[config.mk]
export PLATFORM = sky130hd
export DESIGN_NAME = nest_prio_resolver
export DESIGN_NICKNAME = d
export VERILOG_FILES = /design/src/rtl/pri_pkg.sv /design/src/rtl/pri_ranker.sv /design/src/rtl/pri_datapath.sv /design/src/rtl/pri_ctrl.sv /design/src/rtl/nest_prio_resolver.sv
export SDC_FILE = /design/constraint.sdc
export NUM_CORES = 1
export LEC_CHECK = 0
export ABC_AREA = 1
export BUFFER_PORTS_ARGS = -buffer_cell sky130_fd_sc_hd__buf_2
export CAP_MARGIN = 20
export CORE_UTILIZATION = 45
export DETAILED_ROUTE_END_ITERATION = 8
export GPL_TIMING_DRIVEN = 0
export PLACE_DENSITY = 0.72
export SYNTH_ARGS = -nofsm -noshare
export SYNTH_HDL_FRONTEND = slang
export SYNTH_SLANG_ARGS = --single-unit
[constraint.sdc]
create_clock -name clk -period 3.79 [get_ports clk]
set_clock_uncertainty 0.15 [all_clocks]
set_input_delay 0.758 -clock clk [delete_from_list [all_inputs] [get_ports clk]]
set_output_delay 0.758 -clock clk [all_outputs]
set_load 0.02 [all_outputs]
[src/rtl/pri_pkg.sv]
package pri_pkg;
  localparam int PRI_IDX_W = 3;
  localparam int PRI_LINES = 1 << PRI_IDX_W;
  localparam int PRI_RANK_W = PRI_IDX_W + 1;

  typedef struct packed {
    logic                  hit;
    logic [PRI_RANK_W-1:0] rank;
    logic [PRI_IDX_W-1:0]  line;
  } rank_t;

  typedef struct packed {
    logic exemptCascade;
    logic loadInt;
  } ctrl_strobe_t;
endpackage

[src/rtl/pri_ranker.sv]
module pri_ranker
  import pri_pkg::*;
(
  input  logic [PRI_LINES-1:0] vec,
  input  logic [PRI_IDX_W-1:0] base,
  output rank_t                result
);
  logic [PRI_IDX_W-1:0] idx;

  always_comb begin
    result.hit  = 1'b0;
    result.rank = PRI_RANK_W'(PRI_LINES);
    result.line = '0;
    idx         = '0;
    for (int k = PRI_LINES - 1; k >= 0; k--) begin
      idx = base + PRI_IDX_W'(k);
      if (vec[idx]) begin
        result.hit  = 1'b1;
        result.rank = PRI_RANK_W'(k);
        result.line = idx;
      end
    end
  end
endmodule

[src/rtl/pri_datapath.sv]
module pri_datapath
  import pri_pkg::*;
#(
  parameter int CASCADE_LINE = 2
) (
  input  logic [PRI_LINES-1:0] pendVec,
  input  logic [PRI_LINES-1:0] maskVec,
  input  logic [PRI_LINES-1:0] svcVec,
  input  logic [PRI_LINES-1:0] probeVec,
  input  logic [PRI_IDX_W-1:0] rotBase,
  input  ctrl_strobe_t         strobes,
  output rank_t                candRank,
  output rank_t                svcRank,
  output rank_t                probeRank
);
  localparam int NUM_RANKERS = 3;
  localparam logic [PRI_LINES-1:0] CASCADE_BIT = PRI_LINES'(1) << CASCADE_LINE;

  logic [PRI_LINES-1:0] rankIn [NUM_RANKERS];
  rank_t                rankOut [NUM_RANKERS];

  always_comb begin
    rankIn[0] = pendVec & ~maskVec;
    rankIn[1] = strobes.exemptCascade ? (svcVec & ~CASCADE_BIT) : svcVec;
    rankIn[2] = probeVec;
  end

  for (genvar g = 0; g < NUM_RANKERS; g++) begin : g_rank
    pri_ranker u_rank (
      .vec    (rankIn[g]),
      .base   (rotBase),
      .result (rankOut[g])
    );
  end

  assign candRank  = rankOut[0];
  assign svcRank   = rankOut[1];
  assign probeRank = rankOut[2];
endmodule

[src/rtl/pri_ctrl.sv]
module pri_ctrl
  import pri_pkg::*;
#(
  parameter bit IS_PRIMARY = 1'b1
) (
  input  logic                 clk,
  input  logic                 rstN,
  input  logic                 nestMode,
  input  rank_t                candRank,
  input  rank_t                svcRank,
  output ctrl_strobe_t         strobes,
  output logic                 winValid,
  output logic [PRI_IDX_W-1:0] winLine,
  output logic                 intReq
);
  always_comb begin
    strobes.exemptCascade = IS_PRIMARY && nestMode;
    winValid              = candRank.hit && (candRank.rank < svcRank.rank);
    strobes.loadInt       = winValid;
    winLine               = candRank.line;
  end

  always_ff @(posedge clk or negedge rstN) begin
    if (!rstN) intReq <= 1'b0;
    else       intReq <= strobes.loadInt;
  end
endmodule

[src/rtl/nest_prio_resolver.sv]
module nest_prio_resolver
  import pri_pkg::*;
#(
  parameter int CASCADE_LINE = 2,
  parameter bit IS_PRIMARY   = 1'b1
) (
  input  logic                 clk,
  input  logic                 rstN,
  input  logic [PRI_LINES-1:0] pendVec,
  input  logic [PRI_LINES-1:0] maskVec,
  input  logic [PRI_LINES-1:0] svcVec,
  input  logic [PRI_IDX_W-1:0] rotBase,
  input  logic                 nestMode,
  input  logic [PRI_LINES-1:0] probeVec,
  output logic                 winValid,
  output logic [PRI_IDX_W-1:0] winLine,
  output logic                 probeValid,
  output logic [PRI_IDX_W-1:0] probeLine,
  output logic                 intReq
);
  ctrl_strobe_t strobes;
  rank_t        candRank, svcRank, probeRank;

  pri_datapath #(.CASCADE_LINE(CASCADE_LINE)) u_dp (
    .pendVec   (pendVec),
    .maskVec   (maskVec),
    .svcVec    (svcVec),
    .probeVec  (probeVec),
    .rotBase   (rotBase),
    .strobes   (strobes),
    .candRank  (candRank),
    .svcRank   (svcRank),
    .probeRank (probeRank)
  );

  pri_ctrl #(.IS_PRIMARY(IS_PRIMARY)) u_ctrl (
    .clk      (clk),
    .rstN     (rstN),
    .nestMode (nestMode),
    .candRank (candRank),
    .svcRank  (svcRank),
    .strobes  (strobes),
    .winValid (winValid),
    .winLine  (winLine),
    .intReq   (intReq)
  );

  assign probeValid = probeRank.hit;
  assign probeLine  = probeRank.line;
endmodule

### Word level (Yosys, flattened, before mapping)

Index checks and enable logic that the tools add are counted.

* add/sub/neg operators: 7
* order comparisons: 9
* mux-type cells: 73
* bitwise gates (word level): 2
* reductions and logical operators: 1

Operators by type and width (count)
* 8-bit two-way mux: 16
* 1-bit binary-select mux with 3-bit select: 24
* 7-bit two-way mux: 8
* 3-bit by 4-bit < comparator with 1-bit output, second input constant: 8
* 1-bit two-way mux: 24
* 3-bit adder, second input constant: 4
* 8-bit bitwise AND: 1
* 8-bit NOT: 1
* 3-bit by 2-bit adder with 3-bit output, second input constant: 2
* 4-bit < comparator: 1
* 3-bit by 1-bit adder with 3-bit output, second input constant: 1
* 3-bit two-way mux: 1
* 1-bit logical AND: 1

* flip-flop bits (word level): 1
* input port bits: 38
* output and inout port bits: 9
* word-level logic and storage cells: 93

### Depth between registers and ports, before layout

* word-level depth: 14
* depth in mapped cells: 19
* gate-level depth less buffers: 17

### Modules after synthesis

A second synthesis with hierarchy kept.

* cell total of the unflattened synthesis: 460
* area total of the unflattened synthesis: 2428.6 um^2

By module, submodules not included
* pri_ranker: times used 3, cells an instance 140, area an instance 726.9 um^2, seq. area each 0.0 um^2
* pri_ctrl: times used 1, cells an instance 22, area an instance 157.7 um^2, seq. area each 25.0 um^2
* pri_datapath: times used 1, cells an instance 18, area an instance 90.1 um^2, seq. area each 0.0 um^2

### Worst setup path before layout

No wires, ideal clock.

* kind: input to output
* start: in rotBase[1]
* end: out winValid
* arrival time: 3.039 ns
* required time: 2.882 ns
* setup slack: -0.157 ns
* cell stages on the path: 17
* buffers on the path: 3
* path through: clkbuf_8 -> inv_2 -> clkbuf_8 -> ha_1 -> buf_2 -> nand3_1 -> nand2_1 -> nand2_1 -> nand2_4 -> inv_1 -> nor2_1 -> nand2_1 -> nor2_1 -> ha_1 -> a21oi_1 -> o21ai_0 -> a21oi_2

* word-level cells in the longest chain between the ends: 13
* elaborated cells between the ends (all ways): 57
* those cells by class: add/sub: 7; order compare: 1; mux: 48; reduce/logical: 1

RTL lines
* start: declaration: RTL line nest_prio_resolver.sv:12 `input logic [PRI_IDX_W-1:0] rotBase,`
* 3-bit adder: RTL line pri_ranker.sv:16 `idx = base + PRI_IDX_W'(k);`
* 1-bit binary-select mux with 3-bit select: RTL line pri_ranker.sv:17 `if (vec[idx]) begin`
* 1-bit two-way mux (implied by the code): RTL line pri_ranker.sv:17
* 8-bit two-way mux / 7-bit two-way mux (equally long branches) (8 in series): RTL line pri_ranker.sv:17
* 4-bit < comparator: RTL line pri_ctrl.sv:18 `winValid = candRank.hit && (candRank.rank < svcRank.rank);`
* 1-bit logical AND (*): RTL line pri_ctrl.sv:18
* end: declaration: RTL line nest_prio_resolver.sv:15 `output logic winValid,`

Every way passes the cells marked *; elsewhere a longest branch is shown, timed or not. The select of a mux whose other input is x is not followed.

### Worst setup path in the final report

* start: in rotBase[0]
* end: out winValid

The elaborated chain is that of the path after synthesis.

==> metrics.log <==
INFO  metric route.detailed.wl_per_inst = around 13 um
INFO  metric hold_buffers = 0
INFO  metric stdcell_area = roughly 2400 um^2
INFO  metric hold_path.class = in2async
INFO  metric finalWorstSetupSlack = -0.1525 ns
INFO  metric multiInputGateArea = 1612 um^2
INFO  metric final_hold_vios = 0
INFO  metric seqCellArea = 25.02 um^2
INFO  metric synthCells = 347
INFO  metric worstPathArrival = 3.03 ns
INFO  metric layout.nets = 457
INFO  metric layout_top_registers = u_ctrl.intReq (1)
INFO  metric number_of_antenna_violations_at_the_first_check_in_global_routing = 0
INFO  metric clk_transition_reported_paths = 0 ns
INFO  metric final_max_slew_viol_count = 0
INFO  metric start_util = approximately half
INFO  metric peakVddDrop = 91.76 uV
INFO  metric synthArstFlopShare = 100.0%
INFO  metric detailedPlace.worstSlack = -0.4715 ns
INFO  metric outcome = finished, violations left
INFO  metric diodes = 0
INFO  metric synth.ff_latch_count = 1
INFO  metric initialDrtViolationCount = 110
INFO  metric synth.largest_area_cell = sky130_fd_sc_hd__nand2_1
INFO  metric max_freq = 0.2536 GHz
INFO  metric antenna_violating_nets_post_route = 0
INFO  metric final_routed_drc_violation_total = 0
INFO  metric place_hpwl = 4385 um
INFO  metric worstPathMaxFanout = 10
INFO  metric floorplan.die.width = 65.43 um
INFO  metric global_route_wire_length_before_repair = approximately 9200 um
INFO  metric overflow = 0
INFO  metric gpl.final_weighted_congestion = 0.8950
INFO  metric globalRouteTotalUtil = 26.87%
INFO  metric synthesis.nets = 390
INFO  metric fp.coreArea = about 3800 um^2
INFO  metric die_area = ~4300 um^2
INFO  metric ys_top_cells_by_count = sky130_fd_sc_hd__nand2_1 (139), sky130_fd_sc_hd__nand3_1 (57), sky130_fd_sc_hd__inv_1 (26)
INFO  metric tritonroute_pass_1_iters = 5
INFO  metric route.final.wire_length = approximately 5800 um
INFO  metric synthDominantCellAreaShare = 28.82%
INFO  metric min_period = 3.943 ns
INFO  metric maxCapViolCount = 0
INFO  metric max_slew.worst_pin.slew = 0.4422 ns
INFO  metric p_total = 0.0005948 W
INFO  metric timing.slew.headroom = 70.21%
INFO  metric die_height = 65.43 um
INFO  metric place_area = 2125 um^2
INFO  metric yosysSeqAreaShare = 1.382%
INFO  metric cellLeakagePower = 1.308 nW
INFO  metric synth.cell_area = 1810 um^2
INFO  metric fin_tns_setup = -0.1525 ns
INFO  metric number_of_filler_instances_in_the_final_layout = 365
INFO  metric largest_register = u_ctrl.intReq
INFO  metric synth_top_flop_cell = sky130_fd_sc_hd__dfrtp_1
INFO  metric fraction_of_final_layout_cells_with_drive_strength_greater_than_1 = around a third
INFO  metric dp_cells = 440
INFO  metric num_rows = 22
INFO  metric syn_avg_cell_area = 5.218 um^2
INFO  metric viasPerCell = 5.472
INFO  metric final-setup-viol-count = 1
INFO  metric pwr_per_cell_area = 245.7 nW/um^2
INFO  metric vias = 2,517
INFO  metric boundaryPins = 47
INFO  metric yosys.cell_count.top_type = sky130_fd_sc_hd__nand2_1
INFO  metric vias_in_the_first_global_route = ~2,200
INFO  metric largest_register_ff_count = 1
INFO  metric synth-edff-count = 0
INFO  metric grt_setup_unrepaired = true
INFO  metric critical_path_required = 2.88 ns
INFO  metric synth_area_leaders = sky130_fd_sc_hd__nand2_1 (29%), sky130_fd_sc_hd__nand3_1 (16%), sky130_fd_sc_hd__inv_1 (5.4%)
INFO  metric grt_max_degree = 11
INFO  metric type_of_origin_of_the_critical_path = input port
INFO  metric violations = negative setup slack
INFO  metric end_kind = output pin
INFO  metric finalCritPeriodShare = 104.0%
INFO  metric layout-area-overhead-vs-synth = 33.72%
INFO  metric yosys.cell_types.count = 37
INFO  metric crit_type = in2out
INFO  metric finish.cell_count_without_fillers = 460
INFO  metric port_buffers = between 40 and 50
INFO  metric yosysWarningCount = 0
placed cells by master (no fill, tap or decap), types with 2 or more instances in the layout:
cell	count
sky130_fd_sc_hd__xnor2_4	3
sky130_fd_sc_hd__buf_2	43
sky130_fd_sc_hd__a21oi_2	4
sky130_fd_sc_hd__nor3_1	2
sky130_fd_sc_hd__nand2_2	12
sky130_fd_sc_hd__a21oi_1	9
sky130_fd_sc_hd__o21ai_1	19
sky130_fd_sc_hd__ha_1	3
sky130_fd_sc_hd__buf_8	6
sky130_fd_sc_hd__buf_6	3
sky130_fd_sc_hd__inv_1	23
sky130_fd_sc_hd__nor2_4	2
sky130_fd_sc_hd__nand3_1	54
sky130_fd_sc_hd__o21ai_0	9
sky130_fd_sc_hd__inv_8	2
sky130_fd_sc_hd__nor2_1	13
sky130_fd_sc_hd__buf_4	22
sky130_fd_sc_hd__nand2_4	3
sky130_fd_sc_hd__o21ai_2	3
sky130_fd_sc_hd__inv_4	4
sky130_fd_sc_hd__a31oi_1	3
sky130_fd_sc_hd__and2_4	2
sky130_fd_sc_hd__nand2_1	129
sky130_fd_sc_hd__nand3_2	7
sky130_fd_sc_hd__ha_4	2
sky130_fd_sc_hd__o22ai_1	2
sky130_fd_sc_hd__o211ai_1	3
sky130_fd_sc_hd__inv_2	9
sky130_fd_sc_hd__or2_1	3
stage by stage:
| step | utilization, % | hold WS [ns] |
|---|---|---|
| final | 64.20 | 0.3821 |
| after global routing | 64.20 | 0.3860 |
| after CTS | 60.42 | 0.3832 |
| after detailed placement | 56.34 | 0.3829 |
| after global placement | 56.34 | 0.3821 |
| after floorplan | - | 0.3124 |
timing repair:
item / CTS / global route
endpoints found under the setup margin: 3 / 3
pin swaps: 12 / 17
gates resized for setup: 18 / 26
gates cloned: 0 / 0
hold endpoints to repair: 0 / 0
setup buffers: 12 / 8
per-layer routing:
| metal | vias to the layer above | track usage, % | routed length, um |
|---|---|---|---|
| met5 | - | 0 | 0 |
| met4 | 0 | 4.891 | 49 |
| met3 | 8 | 0.1736 | 392 |
| met2 | 95 | 49.23 | 2846 |
| met1 | 1138 | 35.24 | 2559 |
| li1 | 1276 | - | - |
area by class of cell:
type	count	area share [%]
plain buffers	12	6.098
repair buffers	65	16.90
multi-input cells	296	66.56
flip-flops and latches	1	1.034
inverters	38	6.925
well taps	48	2.481
report_power, final:
part / internal (W) / switching [W]
clock: 0 / 0
sequential: 0.0000162 / 0.000000953
combinational: 0.000245 / 0.000333
cell families (layout without fill, tap and decap cells):
group           count (synthesis)  in the layout  synth area share [%]
compound gates                 56             56                 18.45
xor+xnor                        3              3                 4.561
fa+ha+maj                       5              5                 3.455
buf+inv                        50            115                 14.93
flops                           1              1                 1.382
simple gates                  232            232                 57.22
worst max-delay path, cell delays in order:
cell	delay, ns
sky130_fd_sc_hd__buf_6	0.08
sky130_fd_sc_hd__buf_8	0.10
sky130_fd_sc_hd__inv_8	0.04
sky130_fd_sc_hd__buf_8	0.11
sky130_fd_sc_hd__ha_4	0.32
sky130_fd_sc_hd__buf_8	0.14
sky130_fd_sc_hd__nand3_2	0.08
sky130_fd_sc_hd__nand2_2	0.11
sky130_fd_sc_hd__nand2_2	0.07
sky130_fd_sc_hd__nand2_4	0.07
sky130_fd_sc_hd__inv_4	0.04
sky130_fd_sc_hd__nor2_4	0.13
sky130_fd_sc_hd__o21ai_1	0.09
sky130_fd_sc_hd__a31oi_1	0.20
sky130_fd_sc_hd__ha_1	0.26
sky130_fd_sc_hd__nand2_1	0.07
sky130_fd_sc_hd__nand2_2	0.06
sky130_fd_sc_hd__a21oi_2	0.14
sky130_fd_sc_hd__buf_4	0.15
path summary, 6_finish.rpt:
path	startpoint	endpoint	slack [ns]
max	rotBase[0]	winValid	-0.15
min	rstN	u_ctrl.intReq$_DFF_PN0_	0.38
max in group asynchronous	rstN	u_ctrl.intReq$_DFF_PN0_	3.02
min in group clk	u_ctrl.intReq$_DFF_PN0_	intReq	1.05
Power figures use the tool's default switching activity.
